$ cat src/rtl/rdt_pkg.sv
package rdt_pkg;
   localparam int RDT_W     = 16;
   localparam int RDT_SEL_W = 3;
   localparam logic [RDT_SEL_W-1:0] RDT_SEL_DIV8 = 3'b001;
   localparam logic [RDT_SEL_W-1:0] RDT_SEL_DIV2 = 3'b011;

   typedef struct packed {
      logic             commit;
      logic [RDT_W-1:0] data;
   } rdt_wr_t;
endpackage

$ cat src/rtl/rdt_bus_port.sv
module rdt_bus_port #(
   parameter int W = rdt_pkg::RDT_W
) (
   input  logic         clk,
   input  logic         rst_n,
   input  logic         bus_sel,
   input  logic         bus_wr,
   input  logic         bus_full,
   input  logic [W-1:0] bus_wdata,
   input  logic [W-1:0] cnt_val,
   output logic         bus_ready,
   output logic [W-1:0] bus_rdata,
   output logic         wr_commit,
   output logic [W-1:0] wr_data
);
   logic wait_q;
   logic full_acc;

   assign full_acc = bus_sel & bus_full;

   always_ff @(posedge clk or negedge rst_n) begin
      if (!rst_n) wait_q <= 1'b0;
      else        wait_q <= full_acc & ~wait_q;
   end

   assign bus_ready = ~(full_acc & ~wait_q);
   assign wr_commit = full_acc & wait_q & bus_wr;
   assign wr_data   = bus_wdata;
   assign bus_rdata = cnt_val;


   one_wait_chk: assert property (@(posedge clk) disable iff (!rst_n)
      (!bus_ready && bus_sel && bus_full) |=> bus_ready);


   narrow_nowait_chk: assert property (@(posedge clk) disable iff (!rst_n)
      (bus_sel && !bus_full) |-> bus_ready);
endmodule

$ cat src/rtl/rdt_tick_sel.sv
module rdt_tick_sel #(
   parameter int SEL_W  = rdt_pkg::RDT_SEL_W,
   parameter bit EVT_EN = 1'b1
) (
   input  logic [(1<<SEL_W)-1:0] tick_in,
   input  logic [SEL_W-1:0]      clk_sel,
   input  logic                  evt_mode,
   input  logic                  evt_pulse,
   input  logic                  evt_window,
   input  logic                  rel_zero,
   output logic                  tick
);
   generate
      if (EVT_EN) begin : g_evt
         assign tick = evt_mode ? (evt_pulse & (evt_window | rel_zero))
                                : tick_in[clk_sel];
      end else begin : g_noevt
         logic unused_evt;
         assign unused_evt = evt_mode ^ evt_pulse ^ evt_window ^ rel_zero;
         assign tick = tick_in[clk_sel];
      end
   endgenerate
endmodule

$ cat src/rtl/rdt_count_core.sv
module rdt_count_core #(
   parameter int W = rdt_pkg::RDT_W
) (
   input  logic         clk,
   input  logic         rst_n,
   input  logic         start,
   input  logic         stop,
   input  logic         tick,
   input  logic         one_shot_sel,
   input  logic         wr_commit,
   input  logic [W-1:0] wr_data,
   output logic [W-1:0] cnt,
   output logic         rel_zero,
   output logic         req,
   output logic         tog
);
   localparam logic [W-1:0] PARK = {W{1'b1}};
   localparam logic [W-1:0] ZERO = {W{1'b0}};

   logic [W-1:0] cnt_q, rel_q;
   logic         first_q, req_q, tog_q;
   logic         running, uf, one_shot;

   assign running  = start & ~stop;
   assign uf       = running & tick & (cnt_q == ZERO);
   assign one_shot = (rel_q == ZERO) & one_shot_sel;

   always_ff @(posedge clk or negedge rst_n) begin
      if (!rst_n) begin
         cnt_q   <= PARK;
         rel_q   <= PARK;
         first_q <= 1'b0;
         req_q   <= 1'b0;
         tog_q   <= 1'b0;
      end else begin
         if (wr_commit) rel_q <= wr_data;

         if (stop)                       cnt_q <= PARK;
         else if (wr_commit && !start)   cnt_q <= wr_data;
         else if (uf)                    cnt_q <= rel_q;
         else if (running && tick)       cnt_q <= cnt_q - 1'b1;

         req_q <= uf & ~(one_shot & first_q);
         if (uf) tog_q <= ~tog_q;

         if (!running) first_q <= 1'b0;
         else if (uf)  first_q <= 1'b1;
      end
   end

   assign cnt      = cnt_q;
   assign rel_zero = (rel_q == ZERO);
   assign req      = req_q;
   assign tog      = tog_q;


   stop_park_chk: assert property (@(posedge clk) disable iff (!rst_n)
      stop |=> (cnt_q == PARK));


   count_step_chk: assert property (@(posedge clk) disable iff (!rst_n)
      (running && tick && cnt_q != ZERO) |=> (cnt_q == $past(cnt_q) - 1'b1));


   reload_on_uf_chk: assert property (@(posedge clk) disable iff (!rst_n)
      uf |=> (cnt_q == $past(rel_q)));


   req_with_toggle_chk: assert property (@(posedge clk) disable iff (!rst_n)
      req_q |-> (tog_q != $past(tog_q)));
endmodule

$ cat src/rtl/reload_down_timer.sv
module reload_down_timer #(
   parameter int                        CNT_W     = rdt_pkg::RDT_W,
   parameter int                        SEL_W     = rdt_pkg::RDT_SEL_W,
   parameter logic [SEL_W-1:0]          FAST_A    = rdt_pkg::RDT_SEL_DIV8,
   parameter logic [SEL_W-1:0]          FAST_B    = rdt_pkg::RDT_SEL_DIV2,
   parameter bit                        EVT_EN    = 1'b1
) (
   input  logic                   clk,
   input  logic                   rst_n,
   input  logic                   bus_sel,
   input  logic                   bus_wr,
   input  logic                   bus_full,
   input  logic [CNT_W-1:0]       bus_wdata,
   output logic [CNT_W-1:0]       bus_rdata,
   output logic                   bus_ready,
   input  logic                   ctl_start,
   input  logic                   ctl_stop,
   input  logic [SEL_W-1:0]       clk_sel,
   input  logic [(1<<SEL_W)-1:0]  tick_in,
   input  logic                   evt_mode,
   input  logic                   evt_pulse,
   input  logic                   evt_window,
   output logic                   req_pulse,
   output logic                   tog_out
);
   localparam int NUM_TICKS = 1 << SEL_W;

   if (CNT_W < 2) begin : g_bad_width
      $error("reload_down_timer: CNT_W must be at least 2");
   end
   if (FAST_A == FAST_B) begin : g_bad_fast
      $error("reload_down_timer: FAST_A and FAST_B must differ");
   end
   if (NUM_TICKS < 2) begin : g_bad_sel
      $error("reload_down_timer: SEL_W must give at least two tick sources");
   end

   logic [CNT_W-1:0] cnt;
   logic             wr_commit;
   logic [CNT_W-1:0] wr_data;
   logic             tick;
   logic             rel_zero;
   logic             one_shot_sel;
   logic             fast_sel;

   assign fast_sel     = (clk_sel == FAST_A) | (clk_sel == FAST_B);
   assign one_shot_sel = (EVT_EN & evt_mode) | ~fast_sel;

   rdt_bus_port #(.W(CNT_W)) u_bus (
      .clk       (clk),
      .rst_n     (rst_n),
      .bus_sel   (bus_sel),
      .bus_wr    (bus_wr),
      .bus_full  (bus_full),
      .bus_wdata (bus_wdata),
      .cnt_val   (cnt),
      .bus_ready (bus_ready),
      .bus_rdata (bus_rdata),
      .wr_commit (wr_commit),
      .wr_data   (wr_data)
   );

   rdt_tick_sel #(.SEL_W(SEL_W), .EVT_EN(EVT_EN)) u_tick (
      .tick_in    (tick_in),
      .clk_sel    (clk_sel),
      .evt_mode   (evt_mode),
      .evt_pulse  (evt_pulse),
      .evt_window (evt_window),
      .rel_zero   (rel_zero),
      .tick       (tick)
   );

   rdt_count_core #(.W(CNT_W)) u_core (
      .clk          (clk),
      .rst_n        (rst_n),
      .start        (ctl_start),
      .stop         (ctl_stop),
      .tick         (tick),
      .one_shot_sel (one_shot_sel),
      .wr_commit    (wr_commit),
      .wr_data      (wr_data),
      .cnt          (cnt),
      .rel_zero     (rel_zero),
      .req          (req_pulse),
      .tog          (tog_out)
   );


   stopped_seed_chk: assert property (@(posedge clk) disable iff (!rst_n)
      (bus_sel && bus_full && bus_wr && bus_ready && !ctl_start && !ctl_stop
       && $past(bus_sel && bus_full && !bus_ready))
      |=> (bus_rdata == $past(bus_wdata)));


   req_single_chk: assert property (@(posedge clk) disable iff (!rst_n)
      (req_pulse && !ctl_start) |=> !req_pulse);
endmodule

$ cat config.mk
export PLATFORM = sky130hd
export DESIGN_NAME = reload_down_timer
export DESIGN_NICKNAME = d
export VERILOG_FILES = /design/src/rtl/rdt_pkg.sv /design/src/rtl/rdt_bus_port.sv /design/src/rtl/rdt_tick_sel.sv /design/src/rtl/rdt_count_core.sv /design/src/rtl/reload_down_timer.sv
export SDC_FILE = /design/constraint.sdc
export NUM_CORES = 1
export LEC_CHECK = 0
export BUFFER_PORTS_ARGS = -buffer_cell sky130_fd_sc_hd__buf_4
export CAP_MARGIN = 20
export CORE_ASPECT_RATIO = 1.5
export CORE_UTILIZATION = 50
export DETAILED_ROUTE_END_ITERATION = 7
export GPL_TIMING_DRIVEN = 0
export PLACE_DENSITY = 0.76
export REMOVE_ABC_BUFFERS = 1
export SETUP_SLACK_MARGIN = 0.05
export SYNTH_ARGS = -nofsm -noshare
export SYNTH_HDL_FRONTEND = slang
export SYNTH_SLANG_ARGS = --single-unit
$ cat constraint.sdc
create_clock -name clk -period 3.07 [get_ports clk]
set_input_delay 0.614 -clock clk [delete_from_list [all_inputs] [get_ports clk]]
set_output_delay 0.614 -clock clk [all_outputs]
set_load 0.005 [all_outputs]
; ---- Yosys cells after proc, flatten, opt, wreduce, memory -nomap -nowiden
; Cells that the tools add are included.
[op_classes]
n_addsub = 1
n_lt_le_gt_ge = 1
n_eq_ne = 3
mux = 9
bitwise = 20
reduce_logical = 6
[op_table]
columns = cell, n
row1 = $mux W16, 4
row2 = $logic_not A16 Y1, 2
row3 = $sub A16 B1 Y16 const B, 1
row4 = $and A1 B1 Y1, 11
row5 = $not A1 Y1, 6
row6 = $lt A3 B4 Y1 const B, 1
row7 = $mux W1, 4
row8 = $reduce_bool A4 Y1, 1
row9 = $bmux W1 S3, 1
row10 = $eq A3 B1 Y1 const B, 1
row11 = $eq A3 B2 Y1 const B, 1
row12 = $or A1 B1 Y1, 3
row13 = $logic_and A1 B1 Y1, 2
row14 = $ne A2 B2 Y1 const B, 1
row15 = $logic_not A1 Y1, 1
[word_totals]
register_bits = 36
inputBits = 37
output_inout_bits = 19
elab_cells = 46

; ---- Logic depth before layout (Yosys ltp)
; Gate-level depths: netlist of the first run.
[depth]
depth_word = 9
mapped_depth = 9
ltp_nobuf = 7

; ---- Hierarchy
; Synthesis of the first run repeated with hierarchy kept, for this count alone.
[hier_totals]
cells_unflattened = 288
hier_area_um2 = 2602.5
[by_module_without_submodules]
columns = mod, n_inst, cells_each, area_each_um2, seq_area_each_um2
row1 = rdt_count_core, 1, 243, 2224.6, 915.9
row2 = rdt_bus_port, 1, 36, 291.5, 25.0
row3 = rdt_tick_sel, 1, 8, 77.6, 0.0
row4 = reload_down_timer, 1, 1, 8.8, 0.0

; ---- Least setup slack after synthesis of the first run
; OpenSTA, ideal clock, no wires.
[synth_path]
path_kind = input port to flip-flop
from = in ctl_stop
to = reg u_core.cnt_q[15] (netlist: u_core.cnt[15])
setup_time_ns = 0.082
arrival_time_ns = 2.149
t_required_ns = 2.988
setup_slack_ns = 0.839
stages = 8
n_path_buf = 3
cell_sequence = clkbuf_1 -> nor2b_1 -> nand3b_1 -> or4_4 -> buf_6 -> buf_8 -> o211a_1 -> a211o_1
[synth_via]
elab_chain_cells = 7
word_cells_on_any_way = 9
cone_classes = mux (3) / bitwise (4) / reduce/logical (2)
[synth_rtl]
columns = element, line_no
row1 = from (decl), reload_down_timer.sv:17  ; input logic ctl_stop,
row2 = $not A1 Y1, rdt_count_core.sv:24  ; assign running = start & ~stop;
row3 = $and A1 B1 Y1, rdt_count_core.sv:24
row4 = $and A1 B1 Y1 (2 in a row), rdt_count_core.sv:25  ; assign uf = running & tick & (cnt_q == ZERO);
row5 = $mux W16, rdt_count_core.sv:40  ; else if (uf) cnt_q <= rel_q;
row6 = $mux W16, rdt_count_core.sv:39  ; else if (wr_commit && !start) cnt_q <= wr_data;
row7 = $mux W16, rdt_count_core.sv:38  ; if (stop) cnt_q <= PARK;
row8 = to (signal assigned), rdt_count_core.sv:39
row9 = to (signal assigned), rdt_count_core.sv:40
row10 = to (signal assigned), rdt_count_core.sv:41  ; else if (running && tick) cnt_q <= cnt_q - 1'b1;
row11 = to (decl), rdt_count_core.sv:20  ; logic [W-1:0] cnt_q, rel_q;
; Parallel ways exist; a longest one is shown, timed or not.
; A chain may end at the register's enable or synchronous reset.

; ---- Final worst setup path of the first run
[layout_path]
from = in bus_sel
to = reg u_core.cnt_q[1] (netlist: u_core.cnt[1])
[layout_via]
elab_chain_cells = 6
word_cells_on_any_way = 7
cone_classes = mux (2) / bitwise (3) / reduce/logical (2)
[layout_rtl]
columns = element, line_no
row1 = from (decl), reload_down_timer.sv:10  ; input logic bus_sel,
row2 = $and A1 B1 Y1 *, rdt_bus_port.sv:19  ; assign full_acc = bus_sel & bus_full;
row3 = $and A1 B1 Y1 * (2 in a row), rdt_bus_port.sv:27  ; assign wr_commit = full_acc & wait_q & bus_wr;
row4 = $logic_and A1 B1 Y1 *, rdt_count_core.sv:39
row5 = $mux W16, rdt_count_core.sv:39
row6 = $mux W16, rdt_count_core.sv:38
; Every way passes the cells marked *; elsewhere a longest branch is shown, timed or not.

==> results.yml, run 1 <==
outcome:
  outcome: "complete, no violations"
sta:
  fmax_mhz: 395.3
  finalSetupViolCount: 0
  relSlewSlack_pct: 27.71
  setup_ws_ps: 540.1
  fin_crit_ps: 2530
  hold_violations: 0
  fin_skew_ps: 3.265
  tns_ps: 0
  fin_crit_sh_pct: 82.41
  drv_slew: 0
  rsz0062_at_grt: "no"
  tightest_slew_ps: 1075
power_and_ir_drop:
  ir_drop_v: 0.0004227
  leakagePower_uw: 0.001182
  p_total_uw: 1267
  p_per_area_nw_per_um2: 456.1
min_path:
  hold_class: "input port to async pin"
detailed_routing:
  wl_per_cell_um: 16.27
  viasPerCell: 5.972
  num_vias: 1947
  ant_nets: 0
  route.detailed.drc: 0
  drtPass1Iterations: 4
  wirelength_mm: 5.303
  drt_iter0_drc: 38
logic_synthesis:
  synthCells: 224
  synth_flop_cell: "dfstp_2"
  syn-mean-instance-area_sq_um: 9.926
  synthArstFlopShare_pct: 100.0
  synth_cell_type_count: 43
  ys_ff_latch: 36
  synth.cell_area_sq_um: 2223
  yosys_warnings: 0
  synth_edf_count: 0
  ys_seq_area_share_pct: 42.32
flow_run:
  maxCapViolCount: 0
place:
  place_hpwl_mm: 3.902
  numPortBuffers: 55
  place_ws_ps: -214.3
  placed_area_sq_um: 2675
  place_congestion: 0.8749
global_routing:
  grt_pass1_wl_mm: 9.190
  grt_use_total_pct: 25.09
  grt_max_degree: 37
  grt_pass1_vias: 1959
  antenna_found_initial: 0
  grt_overflow_total: 0
cells_and_area:
  fillers: 366
  drive_above_1_share_pct: 45.00
  nNetsFinal: 318
  antenna-diode-count: 0
  syn_to_final_growth_pct: 24.99
  fin_area_sq_um: 2779
die:
  fp.dieW_um: 56.45
  rows: 29
  die-area_sq_um: 4723
  start_util_pct: 52.37
  dieHeight_um: 83.67
  top_level_ports: 56
  core_sq_um: 4245
clock_tree:
  post_cts_resized: 0
  cts_hold_buf: 0
  post_cts_buffers: 0
  cts_tree: "built"
  cts_root_buf: "clkbuf_8"
  cts_sinks: 36
  ctsLongestPathBuffers: 2
  path_clk_slew_ps: 70
  cts_max_level: 2
  cts_made_buffers: 5
  clk_latency_ps: 290
critical_path:
  cp.required_ps: 3270
  startpoint_type: "input port"
  crit_path_max_fanout: 11
  end_kind: "flop"
  crit_type: "input port to flop"
  arrival_ps: 2730
-- metrics by stage --
step	cells	hold WS [ps]	util, %
after floorplan	214	318.4	-
after global placement	315	460.2	62.13
after detailed placement	317	453.5	63.01
after CTS	325	276.9	65.19
after global routing	326	300.8	65.46
final	326	272.6	65.46
-- placed cells by master, fill, tap and decap left out, types with 2 or more instances in the layout --
cell type	n
o211a_1	2
clkbuf_8	6
dfrtp_1	4
a31oi_1	2
nand2_1	34
o31ai_1	2
nand4_1	4
nand2b_1	2
a21oi_1	8
a211o_1	3
mux2i_1	8
nand3b_1	3
o21ai_0	4
o211ai_1	19
xor2_1	7
buf_6	2
nor4_2	2
nand3_1	7
clkinv_2	2
xnor2_1	5
dfstp_2	32
inv_1	5
mux2_2	20
buf_4	55
nor4_1	5
nor2_1	15
nor3_1	2
nor2b_1	2
ha_1	2
o22ai_1	2
-- flip-flops by register name, summed over array words and instances, names as in the netlist --
name,cells
u_core.cnt,16
u_core.req,1
u_bus.wait_q,1
u_core.first_q,1
u_core.tog,1
u_core.rel_q,16
-- power breakdown --
group	leakage [uW]	switching, uW	total, uW	internal [uW]
clock network	0.0000510	165	344	179
logic	0.000740	102	246	144
registers	0.000391	79.3	677	598
-- worst max-delay path, stage by stage --
cell and delay [ps]:
buf_4 80, nand4_1 430, buf_6 340, nor2_1 590
buf_6 240, nor2_1 70, a211oi_1 240, o21ai_0 120
-- per-layer routing --
| metal | GRT usage, % | part of all wire [%] | up-vias |
|---|---|---|---|
| li1 | - | - | 932 |
| met1 | 28.27 | 39 | 945 |
| met2 | 44.71 | 54 | 56 |
| met3 | 4.651 | 3.9 | 14 |
| met4 | 11.31 | 2.8 | 0 |
| met5 | 0 | 0 | - |
-- cells by family (layout without fill, tap and decap cells) --
| logic type | Yosys count | count (layout) | synth area share, % |
|---|---|---|---|
| compound gates | 47 | 47 | 15.19 |
| fa+ha+maj | 2 | 2 | 1.125 |
| buf+inv | 15 | 71 | 3.376 |
| xor+xnor | 12 | 12 | 4.727 |
| mux | 28 | 28 | 13.73 |
| simple gates | 84 | 84 | 19.53 |
| flops | 36 | 36 | 42.32 |
-- area by class of cell --
class                      count  area (sq um)  share of cell area, %
sequential                    36         940.9                  33.86
clock inverter                 2         10.01                 0.3602
tap                           46         57.56                  2.071
clock buffer                   6         82.58                  2.972
inverter                       5         18.77                 0.6754
timing repair buffer          58         450.4                  16.21
multi-input combinational    173          1219                  43.85
-- synthesized netlist by cell type, drive strengths merged (2+ instances only) --
| library cell | instances | area [sq um] |
|---|---|---|
| mux2 | 20 | 225.2 |
| a211o | 3 | 26.28 |
| nand2b | 2 | 12.51 |
| a21oi | 8 | 40.04 |
| nor3 | 2 | 10.01 |
| inv | 5 | 18.77 |
| ha | 2 | 25.02 |
| o31ai | 2 | 15.01 |
| nor2 | 15 | 56.30 |
| clkbuf | 7 | 26.28 |
| or4 | 2 | 18.77 |
| xor2 | 7 | 61.31 |
| nor4 | 8 | 77.57 |
| o211a | 2 | 20.02 |
| nand2 | 35 | 133.9 |
| a31oi | 2 | 12.51 |
| mux2i | 8 | 80.08 |
| dfrtp | 4 | 100.1 |
| buf | 3 | 30.02 |
| o211ai | 19 | 142.6 |
| nand3b | 3 | 22.52 |
| nand4 | 4 | 25.02 |
| o22ai | 2 | 12.51 |
| nor2b | 2 | 12.51 |
| dfstp | 32 | 840.8 |
| xnor2 | 5 | 43.79 |
| o21ai | 4 | 20.02 |
| nand3 | 7 | 35.03 |
-- final timing paths --
| path | from | end | slack, ps | cells past startpoint |
|---|---|---|---|---|
| setup / recovery | bus_sel | u_core.cnt[1] | 540 | 8 |
| hold / removal | rst_n | u_bus.wait_q | 270 | 1 |
| setup reg to reg | u_core.cnt[9] | u_core.cnt[7] | 550 | 6 |
| hold reg to reg | u_core.first_q | u_core.req | 460 | 1 |
| max in group asynchronous | rst_n | u_core.cnt[4] | 2450 | 1 |
| min in group clk | u_core.first_q | u_core.req | 460 | 1 |
No activity file was read; power rests on OpenSTA's default activity.
==> run 2, diff against run 1 <==
==> constraint.sdc (replaced) <==
create_clock -name clk -period 2.44 [get_ports clk]
set_input_delay 0.488 -clock clk [delete_from_list [all_inputs] [get_ports clk]]
set_output_delay 0.488 -clock clk [all_outputs]
set_load 0.005 [all_outputs]
==> run 2 against run 1 <==
  * Power is 27% higher
  * Wire length is 2.5% higher
  * Via count fell by 0.36%
  * Non-clock buffer count is 1 higher
  * Cell area is 0.77% higher
  * Sequential share of layout area shrank 0.26 points
  * Clock power is 27% higher
  * Sequential power rose by 26%
  * Largest cell class unchanged
==> results.yml, run 2 (same netlist as run 1, synthesis figures left out) <==
outcome:
  outcome: "complete, no violations"
critical_path:
  crit_path_max_fanout: 6
  end_kind: "flop"
  crit_type: "flop to flop"
  crit_chain: "nor4_4, nand2_2, nor4_2, mux2_2, nand3_1, o211ai_1"
  crit_family: "simple AND/OR/NAND/NOR gates"
  r2r_setup_slack_ps: 250
  critical_path_buf_inv_count: 0
  startpoint_type: "flop"
  arrival_ps: 2390
  cp.required_ps: 2640
  max_stage_delay_ps: 610
  slowest_stage: "nor4_2"
sta:
  fin_crit_sh_pct: 89.87
  setup_ws_ps: 247.1
  hold_violations: 0
  rsz0062_at_grt: "no"
  finalSetupViolCount: 0
  tightest_slew_ps: 635.8
  fmax_mhz: 456.0
  fin_crit_ps: 2193
  relSlewSlack_pct: 57.26
  fin_skew_ps: 4.864
  drv_slew: 0
clock_tree:
  cts_hold_buf: 0
  ctsLongestPathBuffers: 2
  cts_max_level: 2
  cts_sinks: 36
  cts_root_buf: "clkbuf_8"
  path_clk_slew_ps: 70
  cts_made_buffers: 5
  clk_latency_ps: 290
  cts_tree: "built"
detailed_routing:
  num_vias: 1940
  drtPass1Iterations: 4
  wl_met3_um: 228
  wirelength_mm: 5.437
  viasPerCell: 5.933
  drt_iter0_drc: 45
  wl_met1_mm: 2.113
  wl_met2_mm: 2.911
  ant_nets: 0
  routed.top_layer: "met4"
  route.detailed.drc: 0
  wl_per_cell_um: 16.63
die:
  core_sq_um: 4245
  die-area_sq_um: 4723
  fp.dieW_um: 56.45
  top_level_ports: 56
  dieHeight_um: 83.67
  rows: 29
  start_util_pct: 52.37
global_routing:
  grt_max_degree: 37
  grt_use_total_pct: 25.38
  antenna_found_initial: 0
  grt_overflow_total: 0
  grt_pass1_vias: 1977
  grt_pass1_wl_mm: 9.252
power_and_ir_drop:
  p_clk_share_pct: 27.3
  power_switching_uw: 444.2
  ir_drop_v: 0.0005361
  power_frac_comb_pct: 19.4
  p_total_uw: 1604
  p_per_area_nw_per_um2: 572.6
  seq_power_share_pct: 53.4
  leakagePower_uw: 0.001194
  power.internal_uw: 1159
  switching_share_pct: 27.70
cells_and_area:
  nNetsFinal: 319
  syn_to_final_growth_pct: 25.94
  stdcell_count: 327
  final_common_cell: "buf_4"
  drive_above_1_share_pct: 45.91
  fin_area_sq_um: 2800
  antenna-diode-count: 0
  mostFrequentLayoutCells: "buf_4 (57), nand2_1 (34), dfstp_2 (32)"
  fillers: 361
flow_run:
  maxCapViolCount: 0
min_path:
  hold_class: "input port to async pin"
place:
  numPortBuffers: 55
  place_hpwl_mm: 3.902
  place_inst: 317
  place_ws_ps: -718.3
  place_congestion: 0.8749
  placed_area_sq_um: 2675
## run 2: cell count changes in the layout (fill, tap and decap cells not counted)
cell,change
buf_4,+2
nor2_1,-1
buf_6,-1
nor4_1,-1
nor2_2,+1
nor4_4,+1
## run 2: what timing repair did
| action | 4_1_cts | 5_1_grt |
|---|---|---|
| buffers inserted | 2 | 0 |
| gates resized for setup | 2 | 1 |
| cloned | 0 | 0 |
| endpoints found under the setup margin | 15 | 2 |
## run 2: final timing paths
kind	startpoint	endpoint	depth (start not counted)
max reg2reg	u_core.cnt[9]	u_core.cnt[7]	6
min	rst_n	u_bus.wait_q	1
max in group asynchronous	rst_n	u_core.cnt[4]	1
min reg2reg	u_core.first_q	u_core.req	1
min in group clk	bus_wdata[10]	u_core.rel_q[10]	2
max	u_core.cnt[9]	u_core.cnt[7]	6
## run 2: routing by layer
layer / track usage [%] / up-vias
met5: 0 / -
met2: 44.28 / 56
met3: 4.961 / 17
met1: 28.37 / 934
li1: - / 933
met4: 13.53 / 0
## run 2: power groups by stage
stage,logic [uW],registers (uW),clock network (uW)
finish,311,856,437
global route,344,869,470
CTS,314,850,446
detailed placement,312,858,0
global placement,296,856,0
floorplan,170,828,0
## run 2: stage by stage
stage	hold slack, ps	utilization, %	TNS, ps
2_1_floorplan	192.4	-	-22.66
3_3_place_gp	460.2	62.13	-13850
3_5_place_dp	453.5	63.01	-7305
4_1_cts	150.9	65.75	0
5_1_grt	174.8	65.96	0
6_report	144.0	65.96	0
## run 2: area by class of cell
class | count | area (sq um) | share of cell area [%]
inverter | 5 | 18.77 | 0.6702
tap | 46 | 57.56 | 2.055
sequential | 36 | 940.9 | 33.60
timing repair buffer | 59 | 454.2 | 16.22
clock inverter | 2 | 10.01 | 0.3575
clock buffer | 6 | 82.58 | 2.949
multi-input combinational | 173 | 1236 | 44.15
## run 2: worst register-to-register path: stages (launching register included)
cell and delay (ps):
dfstp_2 410, nor4_4 360, nand2_2 140, nor4_2 610, mux2_2 410, nand3_1 80
o211ai_1 100
